==> src/rtl/dma_jobq_pkg.sv <==
package dma_jobq_pkg;

    typedef enum logic [2:0] {
        SLOT_FREE     = 3'd0,
        SLOT_HOLD     = 3'd1,
        SLOT_QUEUED   = 3'd2,
        SLOT_RUN      = 3'd3,
        SLOT_FINISHED = 3'd4
    } slot_state_e;

    typedef enum logic [2:0] {
        FLD_M1_ADDR  = 3'd0,
        FLD_M1_PITCH = 3'd1,
        FLD_M2_ADDR  = 3'd2,
        FLD_M2_PITCH = 3'd3,
        FLD_SHAPE    = 3'd4,
        FLD_CMD      = 3'd5,
        FLD_M1_PATCH = 3'd6,
        FLD_STATUS   = 3'd7
    } field_e;

    typedef enum logic [1:0] {
        OP_CREATE  = 2'd0,
        OP_RELEASE = 2'd1,
        OP_REARM   = 2'd2,
        OP_FREE    = 2'd3
    } op_e;

    typedef enum logic [1:0] {
        D_IDLE   = 2'd0,
        D_LAUNCH = 2'd1,
        D_BUSY   = 2'd2
    } disp_state_e;

endpackage

==> src/rtl/dma_jobq_order_fifo.sv <==
module dma_jobq_order_fifo #(
    parameter int DEPTH = 4,
    parameter int ID_W  = 2
) (
    input  logic            clk,
    input  logic            rst_n,
    input  logic            push,
    input  logic [ID_W-1:0] push_id,
    input  logic            pop,
    output logic            empty,
    output logic [ID_W-1:0] head
);
    localparam int PTR_W = (DEPTH > 1) ? $clog2(DEPTH) : 1;
    localparam int CNT_W = $clog2(DEPTH + 1);

    logic [ID_W-1:0]  mem [DEPTH];
    logic [PTR_W-1:0] rd_ptr, wr_ptr;
    logic [CNT_W-1:0] count;
    logic             full;

    assign empty = (count == '0);
    assign full  = (count == CNT_W'(DEPTH));
    assign head  = mem[rd_ptr];

    function automatic logic [PTR_W-1:0] bump(input logic [PTR_W-1:0] p);
        return (p == PTR_W'(DEPTH - 1)) ? '0 : p + 1'b1;
    endfunction

    always_ff @(posedge clk) begin
        if (!rst_n) begin
            rd_ptr <= '0;
            wr_ptr <= '0;
            count  <= '0;
            for (int i = 0; i < DEPTH; i++) mem[i] <= '0;
        end else begin
            if (push) begin
                mem[wr_ptr] <= push_id;
                wr_ptr      <= bump(wr_ptr);
            end
            if (pop) rd_ptr <= bump(rd_ptr);
            case ({push, pop})
                2'b10:   count <= count + 1'b1;
                2'b01:   count <= count - 1'b1;
                default: count <= count;
            endcase
        end
    end


    order_no_overflow_chk: assert property (@(posedge clk) disable iff (!rst_n)
        !(push && full && !pop));


    order_no_underflow_chk: assert property (@(posedge clk) disable iff (!rst_n)
        !(pop && empty));

endmodule

==> src/rtl/dma_jobq_slot.sv <==
module dma_jobq_slot
    import dma_jobq_pkg::*;
#(
    parameter int DATA_W = 32
) (
    input  logic              clk,
    input  logic              rst_n,
    input  logic              wr,
    input  logic [2:0]        field,
    input  logic [DATA_W-1:0] wdata,
    input  logic              act_set,
    input  logic              done_set,
    output slot_state_e       state,
    output logic              err,
    output logic              dir,
    output logic              enq,
    output logic [DATA_W-1:0] m1_addr,
    output logic [DATA_W-1:0] m1_pitch,
    output logic [DATA_W-1:0] m2_addr,
    output logic [DATA_W-1:0] m2_pitch,
    output logic [DATA_W-1:0] shape
);
    slot_state_e state_nx;
    logic        err_set, err_clr, load_desc, patch, load_dir;
    logic [1:0]  op;
    logic        hold;

    assign op   = wdata[1:0];
    assign hold = wdata[3];

    always_ff @(posedge clk) begin
        if (!rst_n) state <= SLOT_FREE;
        else        state <= state_nx;
    end

    always_comb begin
        state_nx  = state;
        enq       = 1'b0;
        err_set   = 1'b0;
        err_clr   = 1'b0;
        load_desc = 1'b0;
        patch     = 1'b0;
        load_dir  = 1'b0;
        if (done_set) state_nx = SLOT_FINISHED;
        if (act_set)  state_nx = SLOT_RUN;
        if (wr) begin
            unique case (field_e'(field))
                FLD_M1_ADDR, FLD_M1_PITCH, FLD_M2_ADDR, FLD_M2_PITCH, FLD_SHAPE: begin
                    if (state == SLOT_FREE) load_desc = 1'b1;
                    else                    err_set   = 1'b1;
                end
                FLD_CMD: begin
                    unique case (op_e'(op))
                        OP_CREATE: begin
                            if (state == SLOT_FREE) begin
                                state_nx = hold ? SLOT_HOLD : SLOT_QUEUED;
                                enq      = !hold;
                                load_dir = 1'b1;
                            end else err_set = 1'b1;
                        end
                        OP_RELEASE: begin
                            if (state == SLOT_HOLD) begin
                                state_nx = SLOT_QUEUED;
                                enq      = 1'b1;
                            end else err_set = 1'b1;
                        end
                        OP_REARM: begin
                            if (state == SLOT_FINISHED) begin
                                state_nx = hold ? SLOT_HOLD : SLOT_QUEUED;
                                enq      = !hold;
                                load_dir = 1'b1;
                            end else err_set = 1'b1;
                        end
                        OP_FREE: begin
                            if (state == SLOT_HOLD || state == SLOT_FINISHED)
                                state_nx = SLOT_FREE;
                            else err_set = 1'b1;
                        end
                    endcase
                end
                FLD_M1_PATCH: begin
                    if (state == SLOT_HOLD || state == SLOT_QUEUED || state == SLOT_FINISHED)
                        patch = 1'b1;
                    else err_set = 1'b1;
                end
                FLD_STATUS: err_clr = 1'b1;
            endcase
        end
    end

    always_ff @(posedge clk) begin
        if (!rst_n) begin
            err      <= 1'b0;
            dir      <= 1'b0;
            m1_addr  <= '0;
            m1_pitch <= '0;
            m2_addr  <= '0;
            m2_pitch <= '0;
            shape    <= '0;
        end else begin
            if (err_clr)      err <= 1'b0;
            else if (err_set) err <= 1'b1;
            if (load_dir) dir <= wdata[2];
            if (patch)    m1_addr <= wdata;
            if (load_desc) begin
                case (field)
                    3'd0:    m1_addr  <= wdata;
                    3'd1:    m1_pitch <= wdata;
                    3'd2:    m2_addr  <= wdata;
                    3'd3:    m2_pitch <= wdata;
                    default: shape    <= wdata;
                endcase
            end
        end
    end


    launch_from_queued_chk: assert property (@(posedge clk) disable iff (!rst_n)
        act_set |-> state == SLOT_QUEUED);


    done_from_run_chk: assert property (@(posedge clk) disable iff (!rst_n)
        done_set |=> state == SLOT_FINISHED);


    hold_not_launched_chk: assert property (@(posedge clk) disable iff (!rst_n)
        state == SLOT_HOLD |-> !act_set);


    busy_slot_write_ignored_chk: assert property (@(posedge clk) disable iff (!rst_n)
        (wr && field <= 3'd4 && state != SLOT_FREE)
        |=> $stable(m2_addr) && $stable(shape) && $stable(m1_pitch) && err);

endmodule

==> src/rtl/dma_jobq_dispatch.sv <==
module dma_jobq_dispatch
    import dma_jobq_pkg::*;
#(
    parameter int ID_W = 2
) (
    input  logic            clk,
    input  logic            rst_n,
    input  logic            q_empty,
    input  logic [ID_W-1:0] q_head,
    input  logic            eng_idle,
    input  logic            eng_done,
    output logic            take,
    output logic            start,
    output logic            finish,
    output logic [ID_W-1:0] cur_slot
);
    disp_state_e st, st_nx;

    always_ff @(posedge clk) begin
        if (!rst_n) st <= D_IDLE;
        else        st <= st_nx;
    end

    always_comb begin
        st_nx = st;
        unique case (st)
            D_IDLE:   if (!q_empty && eng_idle) st_nx = D_LAUNCH;
            D_LAUNCH: st_nx = D_BUSY;
            D_BUSY:   if (eng_done) st_nx = D_IDLE;
            default:  st_nx = D_IDLE;
        endcase
    end

    always_comb begin
        take   = (st == D_IDLE) && !q_empty && eng_idle;
        start  = (st == D_LAUNCH);
        finish = (st == D_BUSY) && eng_done;
    end

    always_ff @(posedge clk) begin
        if (!rst_n)    cur_slot <= '0;
        else if (take) cur_slot <= q_head;
    end


    start_single_pulse_chk: assert property (@(posedge clk) disable iff (!rst_n)
        start |=> !start);


    take_then_start_chk: assert property (@(posedge clk) disable iff (!rst_n)
        take |=> start && cur_slot == $past(q_head));

endmodule

==> src/rtl/dma_jobq_ctrl.sv <==
module dma_jobq_ctrl
    import dma_jobq_pkg::*;
#(
    parameter int SLOTS  = 4,
    parameter int DATA_W = 32,
    parameter int SLOT_W = $clog2(SLOTS),
    parameter int AW     = SLOT_W + 3
) (
    input  logic                clk,
    input  logic                rst_n,
    input  logic                reg_we,
    input  logic [AW-1:0]       reg_addr,
    input  logic [DATA_W-1:0]   reg_wdata,
    output logic [DATA_W-1:0]   reg_rdata,
    input  logic                eng_idle,
    input  logic                eng_done,
    output logic                eng_start,
    output logic [SLOT_W-1:0]   eng_slot,
    output logic                eng_dir,
    output logic [DATA_W-1:0]   eng_m1_addr,
    output logic [DATA_W-1:0]   eng_m1_pitch,
    output logic [DATA_W-1:0]   eng_m2_addr,
    output logic [DATA_W-1:0]   eng_m2_pitch,
    output logic [DATA_W/2-1:0] eng_width,
    output logic [DATA_W/2-1:0] eng_length
);
    localparam int HALF = DATA_W / 2;

    slot_state_e       s_state [SLOTS];
    logic              s_err   [SLOTS];
    logic              s_dir   [SLOTS];
    logic [DATA_W-1:0] s_m1    [SLOTS];
    logic [DATA_W-1:0] s_m1p   [SLOTS];
    logic [DATA_W-1:0] s_m2    [SLOTS];
    logic [DATA_W-1:0] s_m2p   [SLOTS];
    logic [DATA_W-1:0] s_shape [SLOTS];
    logic [SLOTS-1:0]  enq_vec, run_vec;

    logic [SLOT_W-1:0] sel_slot;
    logic [2:0]        sel_field;
    logic              push_any, q_empty, take, finish;
    logic [SLOT_W-1:0] push_id, q_head, cur_slot;

    assign sel_slot  = reg_addr[AW-1:3];
    assign sel_field = reg_addr[2:0];

    for (genvar i = 0; i < SLOTS; i++) begin : g_slot
        dma_jobq_slot #(.DATA_W(DATA_W)) u_slot (
            .clk      (clk),
            .rst_n    (rst_n),
            .wr       (reg_we && sel_slot == SLOT_W'(i)),
            .field    (sel_field),
            .wdata    (reg_wdata),
            .act_set  (take && q_head == SLOT_W'(i)),
            .done_set (finish && cur_slot == SLOT_W'(i)),
            .state    (s_state[i]),
            .err      (s_err[i]),
            .dir      (s_dir[i]),
            .enq      (enq_vec[i]),
            .m1_addr  (s_m1[i]),
            .m1_pitch (s_m1p[i]),
            .m2_addr  (s_m2[i]),
            .m2_pitch (s_m2p[i]),
            .shape    (s_shape[i])
        );
        assign run_vec[i] = (s_state[i] == SLOT_RUN);
    end

    always_comb begin
        push_any = 1'b0;
        push_id  = '0;
        for (int i = 0; i < SLOTS; i++) begin
            if (enq_vec[i]) begin
                push_any = 1'b1;
                push_id  = SLOT_W'(i);
            end
        end
    end

    dma_jobq_order_fifo #(.DEPTH(SLOTS), .ID_W(SLOT_W)) u_order (
        .clk     (clk),
        .rst_n   (rst_n),
        .push    (push_any),
        .push_id (push_id),
        .pop     (take),
        .empty   (q_empty),
        .head    (q_head)
    );

    dma_jobq_dispatch #(.ID_W(SLOT_W)) u_disp (
        .clk      (clk),
        .rst_n    (rst_n),
        .q_empty  (q_empty),
        .q_head   (q_head),
        .eng_idle (eng_idle),
        .eng_done (eng_done),
        .take     (take),
        .start    (eng_start),
        .finish   (finish),
        .cur_slot (cur_slot)
    );

    always_comb begin
        eng_slot     = cur_slot;
        eng_dir      = s_dir[cur_slot];
        eng_m1_addr  = s_m1[cur_slot];
        eng_m1_pitch = s_m1p[cur_slot];
        eng_m2_addr  = s_m2[cur_slot];
        eng_m2_pitch = s_m2p[cur_slot];
        eng_width    = s_shape[cur_slot][HALF-1:0];
        eng_length   = s_shape[cur_slot][DATA_W-1:HALF];
    end

    always_comb begin
        unique case (sel_field)
            3'd0, 3'd6: reg_rdata = s_m1[sel_slot];
            3'd1:       reg_rdata = s_m1p[sel_slot];
            3'd2:       reg_rdata = s_m2[sel_slot];
            3'd3:       reg_rdata = s_m2p[sel_slot];
            3'd4:       reg_rdata = s_shape[sel_slot];
            3'd5:       reg_rdata = {{(DATA_W-1){1'b0}}, s_dir[sel_slot]};
            default:    reg_rdata = {{(DATA_W-4){1'b0}}, s_err[sel_slot], s_state[sel_slot]};
        endcase
    end


    single_running_job_chk: assert property (@(posedge clk) disable iff (!rst_n)
        $onehot0(run_vec));


    one_enqueue_per_cycle_chk: assert property (@(posedge clk) disable iff (!rst_n)
        $onehot0(enq_vec));

endmodule

==> config.mk <==
export PLATFORM = sky130hd
export DESIGN_NAME = dma_jobq_ctrl
export DESIGN_NICKNAME = d
export VERILOG_FILES = /design/src/rtl/dma_jobq_pkg.sv /design/src/rtl/dma_jobq_order_fifo.sv /design/src/rtl/dma_jobq_slot.sv /design/src/rtl/dma_jobq_dispatch.sv /design/src/rtl/dma_jobq_ctrl.sv
export SDC_FILE = /design/constraint.sdc
export NUM_CORES = 2
export LEC_CHECK = 0
export BUFFER_PORTS_ARGS = -buffer_cell sky130_fd_sc_hd__buf_2
export CAP_MARGIN = 10
export CELL_PAD_IN_SITES_DETAIL_PLACEMENT = 0
export CELL_PAD_IN_SITES_GLOBAL_PLACEMENT = 1
export CORE_MARGIN = 4
export CORE_UTILIZATION = 48
export DETAILED_ROUTE_END_ITERATION = 10
export PLACE_DENSITY_LB_ADDON = 0.1
export SKIP_LAST_GASP = 1
export SYNTH_ARGS = -nofsm -noshare
export SYNTH_HDL_FRONTEND = slang
export SYNTH_SLANG_ARGS = --single-unit
==> constraint.sdc <==
create_clock -name clk -period 3.1 [get_ports clk]
set_input_delay 0.155 -clock clk [delete_from_list [all_inputs] [get_ports clk]]
set_output_delay 0.155 -clock clk [all_outputs]
set_load 0.03 [all_outputs]
# Word level (Yosys, flattened, before mapping)

Memories as Yosys holds them, arrays and structs flattened. A register that Yosys moved wholly into a read port is not among the register bits.
Index checks and enable logic that the tools add are counted.

Input bits: 42
Memory bits (writable): 8
Memories: 1
Bits in registers: 671
Output and inout port bits: 196

Memory list:

| name        | depth | bits a word | read ports | clocked after memory_dff | wr ports | RTL line                  | text |
|---|---|---|---|---|---|---|---|
| u_order.mem | 4     | 2           | 1          | 1                        | 4        | dma_jobq_order_fifo.sv:16 | `logic [ID_W-1:0] mem [DEPTH];` |

Bitwise logic cells: 4
Add/sub/neg operators: 4
Muxes and demuxes: 215
Eq/ne operators: 39
Order comparisons: 2
Reduce and logical (&&, ||, !) cells: 67

Operator list:

| kind                                                     | number |
|---|---|
| two-way mux 32 bit                                       | 32 |
| binary-select mux 32 bit (select 2 bit)                  | 10 |
| case mux 32 bit (6 select lines)                         | 1 |
| two-way mux 3 bit                                        | 34 |
| two-way mux 1 bit                                        | 101 |
| case mux 3 bit (4 select lines)                          | 4 |
| AND reduction 2 bit                                      | 17 |
| equality test 2 bit, second input constant               | 12 |
| equality test 3 bit, second input constant               | 8 |
| case mux 1 bit (3 select lines)                          | 8 |
| two-way mux 2 bit                                        | 11 |
| equality test 3 x 2 -> 1 bit, second input constant      | 6 |
| logical NOT 3 bit                                        | 6 |
| logical AND 1 bit                                        | 16 |
| case mux 1 bit (4 select lines)                          | 4 |
| equality test 3 x 1 -> 1 bit, second input constant      | 5 |
| equality test 2 x 1 -> 1 bit, second input constant      | 6 |
| logical OR 1 bit                                         | 12 |
| OR reduction 2 bit                                       | 6 |
| logical NOT 2 bit                                        | 5 |
| case mux 1 bit (2 select lines)                          | 4 |
| binary-select mux 1 bit (select 2 bit)                   | 3 |
| binary-select mux 3 bit (select 2 bit)                   | 1 |
| greater-or-equal comparator 3 bit, second input constant | 2 |
| other kinds (13)                                         | 17 |

# Depth between registers and ports, before layout

Depth in word-level cells: 14
Depth in mapped cells: 12
Mapped depth without buffers: 10

# Modules after synthesis

A second synthesis with hierarchy kept.

Cell total of the unflattened synthesis: 3,815
Area total of the unflattened synthesis: 35,128.7 um^2

By module, submodules not included:

| module              | times used | area an instance (um^2) | cells each |
|---|---|---|---|
| dma_jobq_slot       | 4          | 6,319.8                 | 784 |
| dma_jobq_ctrl       | 1          | 8,904.8                 | 597 |
| dma_jobq_order_fifo | 1          | 764.5                   | 66 |
| dma_jobq_dispatch   | 1          | 180.2                   | 16 |

# Worst setup path before layout

Ideal clock, no wire load.

Path type: register to register
Start: reg g_slot[2].u_slot.state[2]
End: reg u_order.count[2]
Slack: 545 ps
Arrival: 2,480 ps
Period minus slack after synthesis: 2,555 ps
Stages on the path, launching flop included: 12
Path buffers: 1
Data required time: 3,024 ps
Cell sequence: dfxtp_1 clkbuf_1 nand2b_1 o32a_1 o32ai_2 nor2_2 ha_1 inv_1 fa_1 xor2_1 or3_1 a21boi_0

Longest elaborated chain between the ends: 9
Elaborated cells between the ends (all ways): 15
Those cells by class: eq/ne: 4; mux: 9; reduce/logical: 2

Ends and longest elaborated chain:

| what                                                                  | RTL line                                                      | text |
|---|---|---|
| start: declaration                                                    | dma_jobq_slot.sv:13                                           | `output slot_state_e state,` |
| start signal: assignment                                              | dma_jobq_slot.sv:33                                           | `else state <= state_nx;` |
| equality test 3 bit (tied with other cells)                           | dma_jobq_slot.sv:68                                           | `if (state == SLOT_FINISHED) begin` |
| two-way mux 1 bit (on tied branches)                                  | dma_jobq_slot.sv:68, dma_jobq_slot.sv:55, dma_jobq_slot.sv:62 |  |
| case mux 1 bit (3 select lines) *                                     | dma_jobq_slot.sv:53                                           | `unique case (op_e'(op))` |
| two-way mux 1 bit *                                                   | dma_jobq_slot.sv:47                                           | `unique case (field_e'(field))` |
| two-way mux 1 bit *                                                   | dma_jobq_slot.sv:46                                           | `if (wr) begin` |
| two-way mux 1 bit * (2 in series)                                     | dma_jobq_ctrl.sv:73                                           | `if (enq_vec[i]) begin` |
| equality test 2 x 1 -> 1 bit or equality test 2 bit (tied branches)   | dma_jobq_order_fifo.sv:41                                     | `case ({push, pop})` |
| case mux 3 bit (2 select lines) or nonzero test 2 bit (tied branches) | n/a                                                           |  |
| end signal: assignment                                                | dma_jobq_order_fifo.sv:42                                     | `2'b10: count <= count + 1'b1;` |
| end signal: assignment                                                | dma_jobq_order_fifo.sv:43                                     | `2'b01: count <= count - 1'b1;` |
| end signal: assignment                                                | dma_jobq_order_fifo.sv:44                                     | `default: count <= count;` |
| end: declaration                                                      | dma_jobq_order_fifo.sv:18                                     | `logic [CNT_W-1:0] count;` |

Mark *: on every way between the ends. The rest lies on a longest branch, timed or not.
A chain may end at the register's enable or synchronous reset.

# Worst setup path in the final report

Start: reg u_disp.cur_slot[0]
End: out eng_m2_addr[1]

Longest elaborated chain between the ends: 4

Ends and longest elaborated chain:

| what                                                   | RTL line                | text |
|---|---|---|
| start: declaration                                     | dma_jobq_dispatch.sv:15 | `output logic [ID_W-1:0] cur_slot` |
| start signal: assignment                               | dma_jobq_dispatch.sv:42 | `else if (take) cur_slot <= q_head;` |
| NOT 2 -> 3 bit (not written as such)                   | dma_jobq_ctrl.sv:108    | `eng_m2_addr = s_m2[cur_slot];` |
| binary-select mux 32 bit (select 2 bit)                | dma_jobq_ctrl.sv:108    |  |
| two-way mux 32 bit (not written as such) (2 in series) | dma_jobq_ctrl.sv:108    |  |
| end: declaration                                       | dma_jobq_ctrl.sv:22     | `output logic [DATA_W-1:0] eng_m2_addr,` |

No other way between the ends. The select of a mux whose other input is x is not followed.

==> key figures <==
Outcome
  – Run status: completed

Detailed routing
  – Residual DRC: 0
  – 1st-iter DRT viols: slightly below 3000
  – Avg Vias per Cell: 6.16
  – Avg WL per Cell: 25.6 um
  – Drt pass-1 iters: 5
  – Post-route ant nets: 0
  – Via count: 30700
  – WL final: 127000 um

CTS
  – Root Buffer: clkbuf_16
  – Worst-Skew Late Latency: ~0.64 ns
  – CTS Buffer Depth: 3
  – CTS tree: yes
  – CTS Buf Count: 79
  – Setup bufs post-CTS: 0
  – PostCTS Resize Cnt: 0
  – CTS sink cnt: 681
  – CTS HTree Levels: 3
  – Clock transition at path regs: 0.06 ns

Pwr
  – Pwr Density: 491 nW/um2
  – VDD IR max: 410 uV
  – Cell leakage power: approximately 14 nW

Synthesis
  – Syn_area_per_cell: 9.25 um2
  – Number of flops mapped to enable cells by yosys: 8
  – Count leader, synth: nand2_1
  – Register area share after synthesis: between 30% and 40%
  – Post-synth ARST share: 0%
  – Top FF cell, synth: dfxtp_1
  – Synthesis Warnings: 0
  – Cells after Synth: between 3000 and 4000
  – Synth top area cells: dfxtp_1 (38%), mux4_2 (21%), nand2_1 (13%)
  – Synthesized area: 35700 um2
  – Synth top area share: between 30 and 40%
  – Most frequent cells after synthesis: nand2_1 (1200), dfxtp_1 (673), a21boi_1 (464)
  – Count of cell types in the netlist: 73
  – Syn nets: approximately 3900
  – Dominant cell type by area after synthesis: dfxtp_1
  – Register bit count reported by yosys: 681

Global route
  – Pin count of the biggest net entering global routing: roughly 130
  – Vias in the first global route: ~30000
  – Overall Global Routing Usage: 31.9%
  – GRT overflow: 0
  – First-pass GRT wire length: between 150000 and 200000 um
  – Initial antenna violation count: 2

Die
  – Initial core utilization: 48.7%
  – Die ar.: 78800 um2
  – I/O pin count: 238
  – Die width: 281 um
  – Die height: 281 um
  – Core Box Area: 73300 um2
  – Std-Cell Rows: 99

Critical path
  – Setup CP Type: flip-flop to output port
  – Worst EP arrival: around 2.8 ns
  – Startpoint Class: flip-flop
  – Worst path cell trace: buf_4, mux4_2, buf_2
  – R2r startpoint: g_slot[2].u_slot.state[2]
  – R2R setup slack: 0.51 ns
  – Reg2reg path depth: 10
  – Worst R2R End: u_order.count[2]
  – CP Max Fanout: 33
  – WP data required: 2.94 ns
  – Critical Path Slowest Stage Cell: dfxtp_4
  – Max incr delay on CP: 0.85 ns
  – Critical Path Sink Type: output port

STA
  – Final setup violation count: 0
  – Unrepaired setup endpoints after global routing: false
  – Setup TNS: 0 ns
  – Relative slew margins: 19.7%
  – Worst Tran Pin Value: 1.20 ns
  – Minimum clock period after layout: 2.95 ns
  – Hold Vio Cnt, Final: 0
  – Period utilization: 95.2%
  – Final slew viol count: 0
  – Clock Skews: 0.0330 ns
  – Fmax: 339 MHz

Hold path
  – Worst min path class: input pin to flip-flop
  – Worst Hold End: g_slot[0].u_slot.m1_pitch[29]
  – HP Start: rst_n
  – Hold Path Depth: 2

Job
  – Max cap viols: 0

Placed design
  – HPWL Detailed: 80500 um
  – RePlAce Congestion: 0.848
  – DP Area: 38100 um2
  – IO buf count: 237

Layout
  – Nets@finish: between 4000 and 5000
  – Layout cells sized above 1: 22.2%
  – Footprint of the multi-input gates: 20400 um2
  – Area grow syn2layout: 15.1%
  – Register Area: 13700 um2
  – Final instance area: between 40000 and 50000 um2
  – Fillers: 6545
per-layer routing:
metal  GRT usage, %  part of all wire, %  routed length [um]
met1           41.7                   40               51200
met2           52.8                   48               60700
met3           6.02                  8.1               10400
met4           12.0                  4.1                5200
met5              0                    0                   0
how the worst max path moves through the flow:
| stage | startpoint | end | slack (ns) | cells past startpoint |
|---|---|---|---|---|
| after floorplan | g_slot[2].u_slot.state[2] | u_order.count[2] | 0.54 | 11 |
| after detailed placement | g_slot[2].u_slot.state[2] | u_order.count[2] | 0.54 | 10 |
| final | u_disp.cur_slot[0] | eng_m2_addr[1] | 0.15 | 3 |
| after global placement | g_slot[2].u_slot.state[2] | u_order.count[2] | 0.49 | 10 |
| after global routing | u_disp.cur_slot[0] | eng_m2_addr[1] | 0.004 | 3 |
| after CTS | u_disp.cur_slot[0] | eng_m1_pitch[12] | 0.08 | 3 |
layout by cell type, fill, tap and decap left out, types with 34 or more instances in the layout:
cell type  Yosys  final
mux2i_1       38     38
nand2_1     1200   1200
nor2_1        48     34
nand3_1      107    107
o21ai_1       59     57
buf_2         81    234
nor2b_1       53     50
o21ai_0       92     92
dfxtp_1      673    671
a21oi_1      109    109
mux4_2       328    328
a21boi_1     464    464
a21boi_0      59     59
clkbuf_16      0     83
buf_4         14    118
metrics by stage:
step	power (mW)	util [%]	instances	hold slack, ns	setup WS, ns
finish	20.2	56.1	4978	0.0251	0.150
global route	20.8	56.0	4976	0.0316	0.00389
CTS	20.3	56.0	4976	0.00609	0.0849
detailed placement	10.6	51.9	4805	0.452	0.541
global placement	10.5	51.9	4805	0.443	0.495
floorplan	10.0	-	3862	0.324	0.545
timing repair:
| item | CTS | global route |
|---|---|---|
| endpoints found under the hold margin | 522 | 0 |
| endpoints found under the setup margin | 0 | 0 |
| hold buffers | 30 | 0 |
power by group:
group	internal [mW]	leakage, nW	switching [mW]
Sequential	8.85	5.51	0.0639
Clock	5.86	1.35	3.91
Combinational	0.524	7.29	0.970
cells by family (layout without fill, tap and decap cells):
group	count (synthesis)	in the layout	synth area share, %
adder cells (fa/ha/maj)	6	6	0.231
AO/OA/AOI/OAI	878	878	16.9
AND/OR/NAND/NOR	1504	1504	17.5
other	0	2	0
multiplexers	367	367	21.8
buffers and inverters	415	570	4.88
XOR/XNOR	11	11	0.270
flip-flops	681	681	38.4
final cells by class:
class	count	share of cell area (%)
Antenna cell	2	0.0122
Clock buffer	113	5.81
Clock inverter	28	0.798
Inverter	15	0.137
Multi-Input combinational cell	2766	49.7
Sequential cell	681	33.4
Tap cell	959	2.92
Timing Repair Buffer	414	7.25
worst max-delay path: cells and delay by family, from the launching register on:
family	cells	cell delay (ns)
flops	1	0.85
buf+inv	2	0.63
mux	1	0.65
state kept, by name, indices dropped and copies added, names as in the netlist, named ones only:
register                count
g_slot.u_slot.err           4
u_disp.st                   2
u_disp.cur_slot             2
u_order.mem                 8
g_slot.u_slot.m1_addr     128
g_slot.u_slot.m2_addr     128
g_slot.u_slot.dir           4
g_slot.u_slot.m1_pitch    128
u_order.count               3
g_slot.u_slot.m2_pitch    128
u_order.wr_ptr              2
u_order.rd_ptr              2
g_slot.u_slot.shape       128
g_slot.u_slot.state        12
No activity file was read; power rests on OpenSTA's default activity.
